<file path="config.mk">
export PLATFORM = sky130hd
export DESIGN_NAME = frc_master_counter
export DESIGN_NICKNAME = d
export VERILOG_FILES = /design/src/rtl/frc_pkg.sv /design/src/rtl/frc_ratio_regs.sv /design/src/rtl/frc_phase_acc.sv /design/src/rtl/frc_count.sv /design/src/rtl/frc_master_counter.sv
export SDC_FILE = /design/constraint.sdc
export NUM_CORES = 1
export LEC_CHECK = 0
export BUFFER_PORTS_ARGS = -buffer_cell sky130_fd_sc_hd__buf_2
export CORE_AREA = 2 2 140 114
export DETAILED_ROUTE_END_ITERATION = 10
export DIE_AREA = 0 0 142 116
export PLACE_DENSITY_LB_ADDON = 0.15
export SLEW_MARGIN = 30
export SYNTH_ARGS = -nofsm -noshare
export SYNTH_HDL_FRONTEND = slang
export SYNTH_SLANG_ARGS = --single-unit
</file>
<file path="constraint.sdc">
create_clock -name clk -period 4.2 [get_ports clk]
set_clock_uncertainty 0.1 [all_clocks]
set_input_delay 0.21 -clock clk [delete_from_list [all_inputs] [get_ports clk]]
set_output_delay 0.21 -clock clk [all_outputs]
set_load 0.1 [all_outputs]
</file>
<file path="src/rtl/frc_pkg.sv">
package frc_pkg;
  localparam int FRC_FIELD_W = 12;
  localparam int FRC_SEL_W   = 3;

  typedef struct packed {
    logic [FRC_FIELD_W-1:0] num;
    logic [FRC_FIELD_W-1:0] den;
  } frc_ratio_t;

  // Preset ratio per reference selection; anything unknown falls back to 38.4 MHz.
  function automatic frc_ratio_t frc_preset(input logic [FRC_SEL_W-1:0] sel);
    frc_ratio_t r;
    case (sel)
      3'd1:    begin r.num = 12'd8;   r.den = 12'd25;   end
      3'd2:    begin r.num = 12'd64;  r.den = 12'd125;  end
      3'd3:    begin r.num = 12'd768; r.den = 12'd1625; end
      3'd4:    begin r.num = 12'd384; r.den = 12'd1625; end
      3'd5:    begin r.num = 12'd256; r.den = 12'd1125; end
      default: begin r.num = 12'd4;   r.den = 12'd25;   end
    endcase
    return r;
  endfunction
endpackage

</file>
<file path="src/rtl/frc_ratio_regs.sv">
module frc_ratio_regs
  import frc_pkg::*;
#(
  parameter int REG_W   = 32,
  parameter int FIELD_W = FRC_FIELD_W,
  parameter int ADDR_W  = 5,
  parameter int SEL_W   = FRC_SEL_W
) (
  input  logic              clk,
  input  logic              rst_n,
  input  logic [SEL_W-1:0]  ref_sel,
  input  logic              wr_en,
  input  logic [ADDR_W-1:0] wr_addr,
  input  logic [REG_W-1:0]  wr_data,
  input  logic [ADDR_W-1:0] rd_addr,
  output logic [REG_W-1:0]  rd_data,
  output logic [REG_W-1:0]  num_reg,
  output logic [REG_W-1:0]  den_reg,
  output logic              sel_change
);
  localparam logic [ADDR_W-1:0] NUM_OFS = ADDR_W'(5'h10);
  localparam logic [ADDR_W-1:0] DEN_OFS = ADDR_W'(5'h14);
  localparam int UPPER_W = REG_W - FIELD_W;

  logic [SEL_W-1:0] sel_q;
  frc_ratio_t       preset;

  assign sel_change = (ref_sel != sel_q);
  assign preset     = frc_preset(ref_sel);

  always_ff @(posedge clk) begin
    if (!rst_n) begin
      sel_q   <= '0;
      num_reg <= REG_W'(4);
      den_reg <= REG_W'(25);
    end else begin
      sel_q <= ref_sel;
      if (sel_change) begin
        num_reg <= {num_reg[REG_W-1 -: UPPER_W], preset.num};
        den_reg <= {den_reg[REG_W-1 -: UPPER_W], preset.den};
      end else if (wr_en) begin
        if (wr_addr == NUM_OFS) num_reg <= wr_data;
        if (wr_addr == DEN_OFS) den_reg <= wr_data;
      end
    end
  end

  always_comb begin
    case (rd_addr)
      NUM_OFS: rd_data = num_reg;
      DEN_OFS: rd_data = den_reg;
      default: rd_data = '0;
    endcase
  end
endmodule

</file>
<file path="src/rtl/frc_phase_acc.sv">
module frc_phase_acc #(
  parameter int FIELD_W = 12
) (
  input  logic               clk,
  input  logic               rst_n,
  input  logic [FIELD_W-1:0] num,
  input  logic [FIELD_W-1:0] den,
  output logic               tick,
  output logic [FIELD_W-1:0] acc
);
  localparam int SUM_W = FIELD_W + 1;

  logic [SUM_W-1:0]   sum;
  logic               fast;
  logic               wrap;
  logic [FIELD_W-1:0] acc_nxt;

  assign sum  = {1'b0, acc} + {1'b0, num};
  assign fast = (num >= den);
  assign wrap = (sum >= {1'b0, den});
  assign tick = fast | wrap;

  always_comb begin
    if (fast)      acc_nxt = '0;
    else if (wrap) acc_nxt = FIELD_W'(sum - {1'b0, den});
    else           acc_nxt = FIELD_W'(sum);
  end

  always_ff @(posedge clk) begin
    if (!rst_n) acc <= '0;
    else        acc <= acc_nxt;
  end
endmodule

</file>
<file path="src/rtl/frc_count.sv">
module frc_count #(
  parameter int CNT_W = 64
) (
  input  logic             clk,
  input  logic             rst_n,
  input  logic             tick,
  output logic [CNT_W-1:0] count
);
  always_ff @(posedge clk) begin
    if (!rst_n)    count <= '0;
    else if (tick) count <= count + 1'b1;
  end
endmodule

</file>
<file path="src/rtl/frc_master_counter.sv">
module frc_master_counter
  import frc_pkg::*;
#(
  parameter int CNT_W   = 64,
  parameter int REG_W   = 32,
  parameter int ADDR_W  = 5,
  parameter int SEL_W   = FRC_SEL_W,
  parameter int FIELD_W = FRC_FIELD_W
) (
  input  logic              clk,
  input  logic              rst_n,
  input  logic [SEL_W-1:0]  ref_sel,
  input  logic              wr_en,
  input  logic [ADDR_W-1:0] wr_addr,
  input  logic [REG_W-1:0]  wr_data,
  input  logic [ADDR_W-1:0] rd_addr,
  output logic [REG_W-1:0]  rd_data,
  output logic [CNT_W-1:0]  count
);
  logic [REG_W-1:0]   num_reg;
  logic [REG_W-1:0]   den_reg;
  logic               sel_change;
  logic               tick;
  logic [FIELD_W-1:0] acc;

  frc_ratio_regs #(
    .REG_W(REG_W), .FIELD_W(FIELD_W), .ADDR_W(ADDR_W), .SEL_W(SEL_W)
  ) u_regs (
    .clk(clk), .rst_n(rst_n), .ref_sel(ref_sel),
    .wr_en(wr_en), .wr_addr(wr_addr), .wr_data(wr_data),
    .rd_addr(rd_addr), .rd_data(rd_data),
    .num_reg(num_reg), .den_reg(den_reg), .sel_change(sel_change)
  );

  frc_phase_acc #(.FIELD_W(FIELD_W)) u_acc (
    .clk(clk), .rst_n(rst_n),
    .num(num_reg[FIELD_W-1:0]), .den(den_reg[FIELD_W-1:0]),
    .tick(tick), .acc(acc)
  );

  frc_count #(.CNT_W(CNT_W)) u_cnt (
    .clk(clk), .rst_n(rst_n), .tick(tick), .count(count)
  );
endmodule

</file>
Word level (Yosys, flattened, before mapping)
Cells that the tools add are included.
{"block": "totals", "reg_bits": 143}
{"block": "op_classes", "order_cmp": 2, "add_sub_neg": 3, "bitwise": 3, "n_eq_ne": 10, "n_mux": 9, "reduce_logical": 8}
{"operator": "$pmux W22 S5", "count": 1}
{"operator": "$mux W12", "count": 7}
{"operator": "$add A64 B1 Y64 const B", "count": 1}
{"operator": "$pmux W32 S2", "count": 1}
{"operator": "$eq A5 B5 Y1 const B", "count": 4}
{"operator": "$add A12 B12 Y13", "count": 1}
{"operator": "$ge A13 B12 Y1", "count": 1}
{"operator": "$ge A12 B12 Y1", "count": 1}
{"operator": "$sub A12 B12 Y12", "count": 1}
{"operator": "$eq A3 B2 Y1 const B", "count": 2}
{"operator": "$eq A3 B3 Y1 const B", "count": 2}
{"operator": "$reduce_and A3 Y1", "count": 2}
{"operator": "$reduce_bool A2 Y1", "count": 3}
{"operator": "$reduce_and A2 Y1", "count": 2}
{"operator": "$eq A3 B1 Y1 const B", "count": 1}
{"operator": "$ne A3 B3 Y1", "count": 1}
{"operator": "$not A1 Y1", "count": 2}
{"operator": "$reduce_or A2 Y1", "count": 1}
{"operator": "$or A1 B1 Y1", "count": 1}

Logic depth before layout (Yosys ltp)
Gate-level depths: netlist of the first run.
{"block": "logic_depth", "word_depth": 4, "mapped_depth": 17}

Hierarchy
Synthesis of the first run repeated with hierarchy kept, for this count alone.
{"block": "hier_totals", "cells_unflattened": 930, "hier_area_um2": 8229.1}
{"mod": "frc_ratio_regs", "area_each_um2": 3308.2, "instances": 1, "cells_per_inst": 356}
{"mod": "frc_count", "area_each_um2": 3129.3, "instances": 1, "cells_per_inst": 357}
{"mod": "frc_phase_acc", "area_each_um2": 1791.7, "instances": 1, "cells_per_inst": 217}

Worst setup path before layout of the first run
Ideal clock, no wire load.
{"block": "synth_path", "path_type": "register to register", "startpoint": "reg u_regs.num_reg[0]", "endpoint": "reg u_cnt.count[10]", "slack_ns": 0.420, "n_path_buf": 0, "setup_ns": 0.072, "stages_incl_launch_ff": 15, "arrival_time_ns": 3.608, "path_cell_list": "dfxtp_1 -> ha_1 -> fa_1 -> a211o_1 -> nand2_1 -> a21oi_1 -> a21oi_1 -> xnor2_1 -> ha_1 -> nand4_1 -> or2_1 -> o31ai_2 -> a21oi_4 -> a2111oi_0 -> mux2i_1"}
{"block": "synth_via", "elab_chain_len": 3, "word_cells_on_any_way": 4, "classes_between": "add/sub (1); order compare (2); bitwise (1)"}
{"item": "start: declaration", "line": "frc_ratio_regs.sv:17", "source": "output logic [REG_W-1:0] num_reg,"}
{"item": "start signal: assignment", "line": "frc_ratio_regs.sv:39", "source": "num_reg <= {num_reg[REG_W-1 -: UPPER_W], preset.num};"}
{"item": "start signal: assignment", "line": "frc_ratio_regs.sv:42", "source": "if (wr_addr == NUM_OFS) num_reg <= wr_data;"}
{"item": "$add A12 B12 Y13", "line": "frc_phase_acc.sv:18", "source": "assign sum = {1'b0, acc} + {1'b0, num};"}
{"item": "$ge A13 B12 Y1", "line": "frc_phase_acc.sv:20", "source": "assign wrap = (sum >= {1'b0, den});"}
{"item": "$or A1 B1 Y1 *", "line": "frc_phase_acc.sv:21", "source": "assign tick = fast | wrap;"}
{"item": "end signal: assignment", "line": "frc_count.sv:11", "source": "else if (tick) count <= count + 1'b1;"}
{"item": "end: declaration", "line": "frc_count.sv:7", "source": "output logic [CNT_W-1:0] count"}
Every way passes the cells marked *; elsewhere a longest branch is shown, timed or not.
A chain may end at the register's enable or synchronous reset.

Worst setup path in the final report of the first run
{"block": "layout_path", "startpoint": "reg u_regs.num_reg[1]", "endpoint": "reg u_cnt.count[50]"}
The elaborated chain is that of the path after synthesis.

==> results.yml, run 1 <==
power_and_ir_drop:
  p_leak_nw: 4.52
  p_seq_share_pct: 27.5
  power_mw: 5.38
  p_sw_mw: 2.10
  irDropWorstVdd_mv: 0.410
  pwr-share-clk_pct: 29.9
  p_comb_share_pct: 42.6
  pwr_density_cell_nw_per_um2: 517
  sw_frac_of_total_pct: 39.1
  p_int_mw: 3.27
clock_network:
  root_buffer: "clkbuf_16"
  cts_sinks: 143
  cts_made_buffers: 17
  cts_tree: "done"
  cts_buffer_depth: 2
  clkTransAtPathRegs_ps: 70
  insertion_delay_ps: 430
  ctsHtreeMaxLevel: 4
worst_hold_path:
  hp-start: "ref_sel[0]"
  min_path_type: "input port to flop"
logic_synthesis:
  postSynthAreaPerCell_um2: 8.00
  synth.cell_area_um2: 8440
  synthXorXnorAreaFrac_pct: 2.08
  async_flop_share_pct: 0
  synth_compound_area_share_pct: 13.2
  yosys.area_share.adder_pct: 5.96
  synthCells: 1055
  synth_enable_flop_cells: 0
  synthesis.nets: 1142
  ys_seq_area_share_pct: 33.9
  synthMuxAreaShare_pct: 15.1
  yosys.cell_types.count: 53
  yosysWarningCount: 0
  ys_seq_elements: 143
  synth_top_family_by_area: "simple AND/OR/NAND/NOR gates"
  synthFlopType: "dfxtp_1"
  post_synth_and_or_nand_nor_area_fraction_pct: 25.7
die:
  design.portCount: 144
  core_um2: 15000
  die_area_um2: 16500
  die_h_um: 116
  placementRows: 40
  die_w_um: 142
  start_util_pct: 56.4
detailed_routing:
  route.vias.total: 8089
  dr.pass1.iters: 5
  drtAntennaViolNets: 0
  wirelength_um: 22600
  viasPerCell: 5.72
  drc: 0
  routedWlPerCell_um: 16.0
  first_iter_violations: 563
global_route:
  grt_pass1_wl_um: 36300
  groute.usage.overall_pct: 27.4
  antenna_found_initial: 0
  grt_pass1_vias: 7341
  grt_start_max_net_pins: 62
  grt-ovfl-total: 0
timing:
  setup_viol: 0
  tightest_slew_ps: 906
  finalMaxSlewViolations: 0
  min_period_ps: 4000
  finalHoldViolCount: 0
  fmax_mhz: 250
  slew_headroom_pct: 39.1
  finalCritPeriodShare_pct: 95.2
cells_and_area:
  drive_gt1_share_pct: 18.5
  fillerInstances: 1230
  largest_reg_flops: 64
  final_core_util_pct: 69.5
  area_growth_pct: 23.2
  antennaDiodeCount: 0
  final_nets: 1298
  stdcell_area_um2: 10400
run_status:
  status: "finished, final reports clean"
critical_path:
  crit_required_ps: 4460
  path_max_fanout: 8
  worstSetupStartpointType: "flop"
  cp.arrival_ps: 4260
  crit_type: "flop to flop"
  reg2reg_slack_ps: 200
  end_kind: "flop"
  timing.rr.start: "u_regs.num_reg[1]"
  critPathLaunch: "u_regs.num_reg[1]"
placed_design:
  globalplace.congestion: 0.922
  port-buffer-count: 143
  postPlaceCellArea_um2: 9310
  dp_hpwl_um: 15100
run:
  max-cap-violations: 0
==> final timing paths <==
kind	to	cells past startpoint
max	u_cnt.count[50]	13
min	u_regs.sel_q[0]	3
max reg2reg	u_cnt.count[50]	13
min reg2reg	u_regs.num_reg[26]	2
==> routing by layer <==
layer / GRT usage [%] / up-vias / part of all wire (%)
met2: 42.4 / 268 / 45
met1: 38.1 / 3792 / 47
li1: - / 3999 / -
met3: 7.40 / 30 / 6.4
met4: 7.00 / 0 / 1.4
met5: 0 / - / 0
==> area by class of cell <==
class / count / area, µm² / area share, %
Clock buffer: 19 / 443 / 4.26
Timing Repair Buffer: 196 / 1220 / 11.7
Tap cell: 189 / 236 / 2.28
Inverter: 25 / 93.8 / 0.903
Sequential cell: 143 / 2860 / 27.6
Multi-Input combinational cell: 828 / 5360 / 51.6
Clock inverter: 13 / 179 / 1.72
==> synth_stat cells (all sizes together), types with 4 or more instances <==
library cell | number | area (µm²)
nand2 | 184 | 691
dfxtp | 143 | 2860
mux2i | 126 | 1260
a21oi | 113 | 581
nor2 | 81 | 304
nand2b | 63 | 394
clkbuf | 43 | 161
ha | 37 | 463
nand3 | 32 | 160
nand4 | 27 | 175
inv | 25 | 93.8
a211oi | 21 | 158
buf | 18 | 81.3
and3 | 17 | 106
nor3 | 15 | 80.1
o21ai | 14 | 70.1
a21o | 13 | 97.6
and2 | 12 | 75.1
xor2 | 11 | 96.3
xnor2 | 9 | 78.8
a2111oi | 5 | 47.6
and4 | 5 | 43.8
nor2b | 5 | 31.3
o31ai | 5 | 42.5
or2 | 4 | 25.0
==> per-stage QoR <==
stage / worst slack (ps) / instances / hold slack [ps] / setup TNS (ps)
after floorplan: 420 / 1055 / 232 / 0
after global placement: 107 / 1344 / 342 / 0
after detailed placement: 27.7 / 1344 / 346 / 0
after CTS: -15.8 / 1410 / 22.0 / -30.9
after global routing: -0.147 / 1413 / 38.8 / -0.147
final: 202 / 1413 / 40.8 / 0
==> power groups by stage <==
stage | Combinational [mW] | Clock (mW) | Sequential (mW)
final | 2.29 | 1.61 | 1.48
after CTS | 2.07 | 1.62 | 1.48
after detailed placement | 2.02 | 0 | 1.51
after global routing | 2.48 | 1.68 | 1.49
after global placement | 2.01 | 0 | 1.51
after floorplan | 1.40 | 0 | 1.57
==> timing repair <==
action	CTS	global route
cloned	0	2
buffers inserted	0	1
endpoints found under the hold margin	60	0
resized for setup	1	20
hold buffers	34	0
setup endpoints to repair	3	63
pin swaps	0	5
==> cells by family (layout without fill, tap and decap cells) <==
logic type / count (synthesis) / after routing
compound gates: 186 / 188
xor+xnor: 20 / 20
fa+ha+maj: 39 / 39
simple gates: 454 / 454
buf+inv: 86 / 253
flops: 143 / 143
mux: 127 / 127
==> critical path, cell delays in order (launching register included) <==
cell and delay, ps:
dfxtp_2 350, ha_1 310, a211oi_1 270, nor2_1 130, a31oi_1 300, a21oi_1 130
xor2_1 170, ha_1 590, nand4_1 230, o31ai_1 270, a211o_2 250, a21oi_4 110
a2111oi_2 470, mux2i_1 240
==> cell usage in the layout (no fill, tap or decap), drive strengths merged, types with 9 or more instances in the layout <==
cell,n
dlygate4sd3,34
a211oi,21
nand2b,63
ha,37
dfxtp,143
nand4,27
nand2,184
a21o,13
buf,162
and2,12
o21ai,14
xor2,11
clkbuf,19
mux2i,126
a21oi,115
nor2,81
xnor2,9
nand3,32
and3,17
inv,30
nor3,15
Power figures use the tool's default switching activity.
==> run 2: changes to the inputs <==
--- a/config.mk
+++ b/config.mk
@@ -6,10 +6,11 @@
 export NUM_CORES = 1
 export LEC_CHECK = 0
 export BUFFER_PORTS_ARGS = -buffer_cell sky130_fd_sc_hd__buf_2
-export CORE_AREA = 2 2 140 114
+export CORE_AREA = 2 2 177 144
 export DETAILED_ROUTE_END_ITERATION = 10
-export DIE_AREA = 0 0 142 116
+export DIE_AREA = 0 0 179 146
 export PLACE_DENSITY_LB_ADDON = 0.15
+export SKIP_CTS_REPAIR_TIMING = 1
 export SLEW_MARGIN = 30
 export SYNTH_ARGS = -nofsm -noshare
 export SYNTH_HDL_FRONTEND = slang
==> run 2 against run 1 <==
Die area rose by 59%; combinational power increased by 14%; largest cell class unchanged; non-clock buffer count up 4; sequential share of layout area is 0.73 points lower; global-route usage down 8.8 points; setup slack improved by 10 ps; clock power grew 8%; highest routed layer is now met5.
==> results.yml, run 2 (synthesis gave the netlist of run 1 again) <==
run_status:
  status: "finished, final reports clean"
die:
  core_um2: 24200
  die_h_um: 146
  die_w_um: 179
  die_area_um2: 26100
  design.portCount: 144
  start_util_pct: 34.9
  placementRows: 51
timing:
  holdWs_ps: 4.01
  fmax_mhz: 251
  slew_headroom_pct: 38.6
  finalHoldViolCount: 0
  setup_viol: 0
  min_period_ps: 3990
  fin_tns_setup_ps: 0
  finalCritPeriodShare_pct: 95.0
  grt_setup_unrepaired: "true"
  tightest_slew_ps: 921
  finalMaxSlewViolations: 0
global_route:
  groute.usage.overall_pct: 18.6
  grt_pass1_wl_um: 38700
  grt-ovfl-total: 0
  grt_pass1_vias: 7175
  antenna_found_initial: 1
  grt_start_max_net_pins: 51
cells_and_area:
  area_growth_pct: 26.5
  final_core_util_pct: 44.1
  layout_commonest_cell: "nand2_1"
  mostFrequentLayoutCells: "nand2_1 (184), buf_2 (142), dfxtp_1 (142), mux2i_1 (126), a21oi_1 (111)"
  stdcell_count: 1546
  drive_gt1_share_pct: 19.6
  antennaDiodeCount: 0
  final_nets: 1302
  largest_reg_flops: 64
  stdcell_area_um2: 10700
critical_path:
  worstSetupStartpointType: "flop"
  cp.arrival_ps: 4200
  path_max_fanout: 5
  end_kind: "flop"
  crit_type: "flop to flop"
  crit_required_ps: 4420
placed_design:
  port-buffer-count: 143
  globalplace.congestion: 0.827
  postPlaceCellArea_um2: 9490
  dp.cells: 1476
  dp_hpwl_um: 16700
detailed_routing:
  routedWlPerCell_um: 15.9
  viasPerCell: 5.08
  first_iter_violations: 449
  route.vias.total: 7850
  wirelength_um: 24600
  drtAntennaViolNets: 0
  drc: 0
  dr.pass1.iters: 4
clock_network:
  insertion_delay_ps: 430
  root_buffer: "clkbuf_16"
  cts_buffer_depth: 2
  ctsHtreeMaxLevel: 4
  cts_sinks: 143
  cts_tree: "done"
  clkTransAtPathRegs_ps: 70
  cts_made_buffers: 17
power_and_ir_drop:
  p_leak_nw: 4.58
  pwr_density_cell_nw_per_um2: 545
  irDropWorstVdd_mv: 0.352
run:
  max-cap-violations: 0
worst_hold_path:
  min_path_type: "input port to flop"
run 2: cell types whose count changed in the layout (fill, tap and decap cells not counted), moves of 2 or more:
cell / before / now
buf_4: 20 / 23
buf_6: 0 / 4
bufinv_16: 3 / 5
clkinv_2: 0 / 2
clkinvlp_4: 3 / 1
dlygate4sd3_1: 34 / 29
ha_1: 37 / 35
ha_2: 0 / 2
inv_6: 3 / 1
run 2: metrics by stage:
step	worst slack, ps	total power, mW
final	212	5.82
after global routing	-34.0	6.14
after CTS	23.5	5.35
after detailed placement	77.1	3.59
after global placement	126	3.61
after floorplan	420	2.96
run 2: final timing paths:
kind,startpoint,endpoint,slack (ps),depth (start not counted)
worst max-delay path,u_regs.num_reg[0],u_cnt.count[25],210,15
worst min-delay path,ref_sel[2],u_regs.sel_q[2],4,2
worst max register to register,u_regs.num_reg[0],u_cnt.count[25],210,15
worst min register to register,u_regs.num_reg[14],u_regs.num_reg[14],350,2
run 2: metal layers:
metal	share of wire (%)	global-route usage [%]
met5	0.053	0
met4	1.1	4.88
met3	4.8	5.22
met2	44	26.9
met1	51	26.9
run 2: power breakdown:
part	leakage [nW]	switching, mW	internal [mW]
registers	1.16	0.0469	1.43
clock network	0.323	0.649	1.09
logic	3.10	1.51	1.09
run 2: final cells by class:
type | count | area, µm²
clock inverter | 12 | 205
clock buffer | 20 | 457
fill | 2430 | 13500
multi-input combinational | 828 | 5400
inverter | 25 | 93.8
timing repair buffer | 200 | 1260
tap | 318 | 398
sequential | 143 | 2860
run 2: critical path, stage by stage (launching register included):
cell      delay, ps
dfxtp_1         340
ha_2            210
fa_2            370
a211o_1         310
a21oi_1         140
o21bai_1         80
xor2_1          160
ha_1            330
a211oi_1        250
nor2_1          110
o41ai_2         410
o31ai_4         210
a21oi_2         400
buf_4           200
a21oi_1          80
mux2i_1         160
==> run 3: changes to the inputs <==
--- a/config.mk
+++ b/config.mk
@@ -6,9 +6,9 @@
 export NUM_CORES = 1
 export LEC_CHECK = 0
 export BUFFER_PORTS_ARGS = -buffer_cell sky130_fd_sc_hd__buf_2
-export CORE_AREA = 2 2 177 144
+export CORE_AREA = 2 2 140 114
 export DETAILED_ROUTE_END_ITERATION = 10
-export DIE_AREA = 0 0 179 146
+export DIE_AREA = 0 0 142 116
 export PLACE_DENSITY_LB_ADDON = 0.15
 export SKIP_CTS_REPAIR_TIMING = 1
 export SLEW_MARGIN = 30
==> run 3 against run 2 <==
Clock-buffer cell count is 1 lower; critical path depth is 2 lower; core utilization is 25 points higher; cell count is 8.6% lower.
==> results.yml, run 3 (synthesis gave the netlist of run 1 again) <==
global_route:
  antenna_found_initial: 0
  grt_start_max_net_pins: 62
  groute.usage.overall_pct: 26.8
  grt_pass1_vias: 7109
  grt-ovfl-total: 0
  grt_pass1_wl_um: 35400
critical_path:
  reg2reg_slack_ps: 160
  path_max_fanout: 8
  timing.rr.start: "u_regs.num_reg[1]"
  end_kind: "flop"
  crit_type: "flop to flop"
  cp.arrival_ps: 4290
  crit_required_ps: 4450
  worstSetupStartpointType: "flop"
  critPathLaunch: "u_regs.num_reg[1]"
timing:
  finalCritPeriodShare_pct: 96.1
  finalHoldViolCount: 0
  tightest_slew_ps: 908
  fmax_mhz: 248
  min_period_ps: 4040
  setup_ws_ps: 164
  setup_viol: 0
  finalMaxSlewViolations: 0
  slew_headroom_pct: 39.4
  fin_tns_setup_ps: 0
detailed_routing:
  dr.pass1.iters: 5
  route.vias.total: 8074
  viasPerCell: 5.71
  first_iter_violations: 578
  wirelength_um: 22600
  drtAntennaViolNets: 0
  drc: 0
  routedWlPerCell_um: 16.0
cells_and_area:
  largest_reg_flops: 64
  final_nets: 1298
  antennaDiodeCount: 0
  final_core_util_pct: 69.4
  stdcell_area_um2: 10400
  drive_gt1_share_pct: 18.6
  mostFrequentLayoutCells: "nand2_1 (184), dfxtp_1 (142), buf_2 (141), mux2i_1 (126), a21oi_1 (111)"
  fillerInstances: 1236
  stdcell_count: 1413
  area_growth_pct: 23.2
  layout_commonest_cell: "nand2_1"
clock_network:
  cts_tree: "done"
  cts_buffer_depth: 2
  cts_made_buffers: 17
  cts_sinks: 143
  insertion_delay_ps: 430
  ctsHtreeMaxLevel: 4
  root_buffer: "clkbuf_16"
  clkTransAtPathRegs_ps: 70
run_status:
  status: "finished, final reports clean"
worst_hold_path:
  min_path_type: "input port to flop"
  hp-start: "rst_n"
power_and_ir_drop:
  p_leak_nw: 4.52
  pwr_density_cell_nw_per_um2: 519
  irDropWorstVdd_mv: 0.407
die:
  placementRows: 40
  start_util_pct: 56.4
  die_h_um: 116
  die_area_um2: 16500
  die_w_um: 142
  core_um2: 15000
  design.portCount: 144
placed_design:
  postPlaceCellArea_um2: 9310
  dp_hpwl_um: 15100
  port-buffer-count: 143
  dp.cells: 1344
  post-place-ws_ps: 27.7
  globalplace.congestion: 0.922
run:
  max-cap-violations: 0
[run 3: changes by cell type in the layout (fill, tap and decap cells not counted), sizes merged]
cell,change
buf,-8
bufinv,-2
clkbuf,-1
clkinv,-2
clkinvlp,+2
dlygate4sd3,+4
inv,+3
[run 3: worst max-delay path: stages (launching register included)]
cell       delay [ps]
dfxtp_2           350
ha_1              310
a211oi_1          270
nor2_1            130
a31oi_1           300
a21oi_1           130
xor2_1            170
ha_1              610
nand4_1           230
o31ai_1           270
a211o_2           260
a21oi_4           110
a2111oi_2         470
mux2i_1           240
[run 3: report_power, final]
group | internal (mW) | switching [mW] | leakage, nW
clock | 0.966 | 0.641 | 0.295
combinational | 0.891 | 1.42 | 3.07
sequential | 1.43 | 0.0443 | 1.16
total | 3.29 | 2.10 | 4.52
[run 3: area by class of cell]
| class | count | area [µm²] | share of cell area [%] |
|---|---|---|---|
| clock buffer | 19 | 443 | 4.26 |
| clock inverter | 13 | 179 | 1.72 |
| inverter | 25 | 93.8 | 0.903 |
| multi-input combinational | 828 | 5360 | 51.6 |
| sequential | 143 | 2860 | 27.6 |
| tap | 189 | 236 | 2.28 |
| timing repair buffer | 196 | 1210 | 11.7 |
[run 3: worst paths after layout]
kind                                           end  depth (start not counted)
worst max-delay path               u_cnt.count[50]                         13
worst min register to register  u_regs.num_reg[26]                          2
worst min-delay path             u_regs.den_reg[3]                          2
worst max register to register     u_cnt.count[50]                         13
[run 3: metrics by stage]
stage          hold WS, ps  power (mW)
6_report              13.6        5.39
5_1_grt               5.96        5.67
4_1_cts              -84.2        5.14
3_5_place_dp           346        3.53
3_3_place_gp           342        3.52
2_1_floorplan          232        2.96
[run 3: metal layers]
metal / global-route usage, % / wire (µm) / vias to the layer above
li1: - / - / 3994
met1: 37.4 / 10700 / 3796
met2: 40.9 / 10200 / 260
met3: 8.51 / 1440 / 24
met4: 6.07 / 265 / 0
met5: 0 / 0 / -
